===== src/rtl/gshare_pkg.sv =====
package gshare_pkg;

    typedef enum logic [1:0] {
        CTR_STRONG_NT = 2'b00,
        CTR_WEAK_NT   = 2'b01,
        CTR_WEAK_T    = 2'b10,
        CTR_STRONG_T  = 2'b11
    } ctr_e;

    typedef struct packed {
        logic valid;
        logic taken;
    } outcome_t;

    function automatic ctr_e ctr_next(input ctr_e cur, input logic taken);
        ctr_e nxt;
        nxt = cur;
        if (taken) begin
            if (cur != CTR_STRONG_T) nxt = ctr_e'(cur + 2'd1);
        end else begin
            if (cur != CTR_STRONG_NT) nxt = ctr_e'(cur - 2'd1);
        end
        return nxt;
    endfunction

    function automatic logic ctr_predicts(input ctr_e cur);
        return cur[1];
    endfunction

endpackage


===== src/rtl/gs_history.sv =====
module gs_history
    import gshare_pkg::*;
#(
    parameter int HIST_W = 8
) (
    input  logic              clk,
    input  logic              rst,
    input  outcome_t          upd_i,
    output logic [HIST_W-1:0] hist_o
);

    logic [HIST_W-1:0] hist_q;

    always_ff @(posedge clk) begin
        if (rst) begin
            hist_q <= '0;
        end else if (upd_i.valid) begin
            hist_q <= {hist_q[HIST_W-2:0], upd_i.taken};
        end
    end

    assign hist_o = hist_q;

endmodule


===== src/rtl/gs_index_hash.sv =====
module gs_index_hash #(
    parameter int ADDR_W = 32,
    parameter int HIST_W = 8,
    parameter int PC_LSB = 2
) (
    input  logic [ADDR_W-1:0] pc_i,
    input  logic [HIST_W-1:0] hist_i,
    output logic [HIST_W-1:0] idx_o
);

    assign idx_o = pc_i[PC_LSB +: HIST_W] ^ hist_i;

endmodule


===== src/rtl/gs_counter_table.sv =====
module gs_counter_table
    import gshare_pkg::*;
#(
    parameter int IDX_W = 8,
    localparam int DEPTH = 1 << IDX_W
) (
    input  logic               clk,
    input  logic               rst,
    input  logic               wr_en_i,
    input  logic [IDX_W-1:0]   wr_idx_i,
    input  logic               wr_taken_i,
    output logic [2*DEPTH-1:0] state_o
);

    ctr_e tbl_q [DEPTH];

    for (genvar e = 0; e < DEPTH; e++) begin : g_entry
        logic hit;
        assign hit = wr_en_i && (wr_idx_i == IDX_W'(e));

        always_ff @(posedge clk) begin
            if (rst) begin
                tbl_q[e] <= CTR_STRONG_NT;
            end else if (hit) begin
                tbl_q[e] <= ctr_next(tbl_q[e], wr_taken_i);
            end
        end

        assign state_o[2*e +: 2] = tbl_q[e];
    end

endmodule


===== src/rtl/gshare_predictor.sv =====
module gshare_predictor
    import gshare_pkg::*;
#(
    parameter int ADDR_W = 32,
    parameter int HIST_W = 8,
    parameter int PC_LSB = 2
) (
    input  logic              clk,
    input  logic              rst,
    input  logic [ADDR_W-1:0] lkp_pc,
    output logic              pred_taken,
    input  logic              rsv_valid,
    input  logic [ADDR_W-1:0] rsv_pc,
    input  logic              rsv_taken
);

    localparam int DEPTH = 1 << HIST_W;

    outcome_t            rsv_out;
    logic [HIST_W-1:0]   hist_q;
    logic [HIST_W-1:0]   lkp_idx;
    logic [HIST_W-1:0]   rsv_idx;
    logic [2*DEPTH-1:0]  tbl_state;
    ctr_e                lkp_ctr;

    assign rsv_out.valid = rsv_valid;
    assign rsv_out.taken = rsv_taken;

    gs_history #(.HIST_W(HIST_W)) u_hist (
        .clk    (clk),
        .rst    (rst),
        .upd_i  (rsv_out),
        .hist_o (hist_q)
    );

    gs_index_hash #(.ADDR_W(ADDR_W), .HIST_W(HIST_W), .PC_LSB(PC_LSB)) u_lkp_hash (
        .pc_i   (lkp_pc),
        .hist_i (hist_q),
        .idx_o  (lkp_idx)
    );

    gs_index_hash #(.ADDR_W(ADDR_W), .HIST_W(HIST_W), .PC_LSB(PC_LSB)) u_rsv_hash (
        .pc_i   (rsv_pc),
        .hist_i (hist_q),
        .idx_o  (rsv_idx)
    );

    gs_counter_table #(.IDX_W(HIST_W)) u_tbl (
        .clk        (clk),
        .rst        (rst),
        .wr_en_i    (rsv_valid),
        .wr_idx_i   (rsv_idx),
        .wr_taken_i (rsv_taken),
        .state_o    (tbl_state)
    );

    assign lkp_ctr    = ctr_e'(tbl_state[2*lkp_idx +: 2]);
    assign pred_taken = ctr_predicts(lkp_ctr);

endmodule


===== config.mk =====
export PLATFORM = sky130hd
export DESIGN_NAME = gshare_predictor
export DESIGN_NICKNAME = d
export VERILOG_FILES = /design/src/rtl/gshare_pkg.sv /design/src/rtl/gs_history.sv /design/src/rtl/gs_index_hash.sv /design/src/rtl/gs_counter_table.sv /design/src/rtl/gshare_predictor.sv
export SDC_FILE = /design/constraint.sdc
export NUM_CORES = 2
export LEC_CHECK = 0
export BUFFER_PORTS_ARGS = -buffer_cell sky130_fd_sc_hd__buf_2
export CAP_MARGIN = 20
export CORE_MARGIN = 1
export CORE_UTILIZATION = 40
export DETAILED_ROUTE_END_ITERATION = 8
export SETUP_SLACK_MARGIN = 0.05
export SYNTH_ARGS = -nofsm -noshare
export SYNTH_HDL_FRONTEND = slang
export SYNTH_SLANG_ARGS = --single-unit

===== constraint.sdc =====
create_clock -name clk -period 2.5 [get_ports clk]
set_input_delay 0.25 -clock clk [delete_from_list [all_inputs] [get_ports clk]]
set_output_delay 0.25 -clock clk [all_outputs]
set_load 0.01 [all_outputs]

==> flow_summary.ini <==
[run_status]
status = complete, but fails checks
violations = setup timing

[synth]
synthAdderAreaFrac = 0
ys_warn_count = 0
synth_edf_count = 512
synth_top_family_by_area = simple AND/OR/NAND/NOR gates
ys_types = 38
synth_area_mm2 = 0.03214
synthCells = 2970
synth-simple-area-share = 0.1972
synth-compound-area-share = 0.09004
synth_xor_area_frac = 0.1494
ys_async_sr_fraction = 0
synth.mux.area_fraction = 0.04582
synth.yosys.seq_area_share = 0.4833
synthFlopType = edfxtp_1
postSynthRegisterBits = 520
syn_avg_cell_area_um2 = 10.82
syn_nets = 3038

[timing]
slew_violations = 0
hold_slack_ns = 0.2919
slew_headroom = 0.5708
layout_min_cycle_time_ns = 3.420
tns_ns = -0.9196
worstMarginPinSlew_ns = 0.6415
hold_viol_final = 0
worst_clock_skew_ns = 0.01582
rsz0062_at_grt = yes
fmax_mhz = 292.4
post-route-period-util = 1.368
worst_slack_ns = -0.9196
setup_viol = 1

[die]
fp.dieH_um = 285.5
die-area_mm2 = 0.08150
fp.dieW_um = 285.5
core_area_mm2 = 0.07926
ioPinCount = 69
start_util = 0.4056
num_rows = 103

[global_routing]
track_usage = 0.2394
grt_overflow_total = 0
grt_pass1_vias = 25121
grt_max_degree = 86
antenna_found_initial = 1
grt_pass1_wl_um = 151700

[drt]
first_pass_iters = 6
wl_met3_um = 8736
drt-initial-drc-count = 2645
highest_layer = met4
drc = 0
wl_um = 99150
wl_per_cell_um = 24.22
wl_met1_um = 41470
vias = 26020
ant_nets = 0
dr_wl_met2_um = 45980
avgViaCountPerCell = 6.357

[layout]
nNetsFinal = 3064
stdcell_count = 4093
layout_common_cells = xnor2_1, edfxtp_1, nor3_1, or3_1, nand3_1
multiInputGateArea_mm2 = 0.01575
antenna_cells = 0
ff_latch_area_mm2 = 0.01554
drive_gt1_frac = 0.1255
fillers = 7194
fin_util = 0.4616
area_growth_pct = 13.82
mostFrequentLayoutCell = xnor2_1

[worst_setup_path]
path_class = reg2out
critPathLaunchType = register
critPathRequiredTime_ns = 2.25
cp.arrival_ns = 3.17
crit_path_end_kind = primary output
critPathMaxFanout = 13

[placed_design]
dp_cells = 3971
hpwl_um = 66210
place_congestion = 0.9135
placement.io_buffers = 20

[clocking]
path_clk_slew_ns = 0.06
htree_levels = 2
cts_buffer_depth = 3
clk_latency_ns = 0.63
clock-sinks = 520
cts_buffers = 58
clockRootBuffer = clkbuf_16
cts_tree = done

[power]
p_leak_nw = 12.18
ir_drop_mv = 0.5421
finalPower_mw = 21.56
power_density_mw_per_mm2 = 589.4

[run]
drv_cap = 0

[worst_hold_path]
hold_path_class = in2reg
## final timing paths
check / slack, ns / endpoint / startpoint / depth (start not counted)
worst max-delay path: -0.92 / pred_taken / u_hist.hist_o[0] / 11
worst min-delay path: 0.29 / u_hist.hist_o[0] / rsv_valid / 4
worst max register to register: 0.16 / u_tbl.tbl_q[1][216] / u_hist.hist_o[3] / 6
worst min register to register: 0.60 / u_hist.hist_o[7] / u_hist.hist_o[7] / 2
## timing repair
item                       in CTS  in global routing
hold endpoints to repair        2                  0
pin swaps                      11                  9
setup buffers                   7                  3
cloned                          3                  1
setup endpoints to repair      38                192
gates resized for setup        37                 26
hold buffers                    1                  0
## synth_stat cells, types with 28 or more instances
cell type	number	area, um^2
xnor2_1	525	4598
edfxtp_1	512	15370
nor3_1	508	2542
or3_1	273	1708
nand3_1	269	1346
a41o_1	256	2562
clkbuf_1	242	908.4
nand2_1	79	296.5
mux2i_1	71	710.7
nor2_1	61	229.0
o22ai_1	31	193.9
mux4_2	28	630.6
## cell families after synthesis
kind of cell           count (synthesis)
XOR/XNOR                             541
flip-flops                           520
multiplexers                         104
buffers and inverters                269
AO/OA/AOI/OAI                        312
AND/OR/NAND/NOR                     1224
## critical path, cell delays in order (launching register included)
cell and delay (ns):
dfxtp_2 0.32, buf_4 0.15, xnor2_4 0.19, buf_6 0.18, clkbuf_16 0.18, mux2i_2 0.22
o22ai_1 0.10, o21ai_0 0.19, nand4_1 0.29, nor4_4 0.44, nor4_4 0.13, buf_2 0.16
## layer usage
metal / vias to the layer above / GRT usage
met5: - / 0
met4: 0 / 0.07754
met3: 181 / 0.03278
met2: 1148 / 0.3848
met1: 13184 / 0.3333
li1: 11507 / -
## power breakdown
| group | internal, mW | total, mW | switching [mW] |
|---|---|---|---|
| sequential | 9.86 | 10.3 | 0.424 |
| clock | 4.65 | 8.29 | 3.64 |
| combinational | 1.38 | 2.99 | 1.61 |
| total | 15.9 | 21.6 | 5.67 |
## state kept, by name, indices dropped and copies added (netlist names)
signal,count
u_hist.hist_o,8
u_tbl.tbl_q,512
## final cells by class
cell class | instances | share of cell area
sequential | 520 | 0.4247
clock buffer | 76 | 0.04237
timing repair buffer | 235 | 0.06036
multi-input combinational | 2181 | 0.4304
tap | 1050 | 0.03591
clock inverter | 31 | 0.006259
## stage by stage
step                      area, um^2  setup WS (ns)
after detailed placement       34340        -0.7398
final                          36590        -0.9196
after global placement         34340        -0.7196
after global routing           36590        -0.9943
after floorplan                32140         0.1233
after CTS                      36450        -0.8850
(Power assumes the default switching activity.)
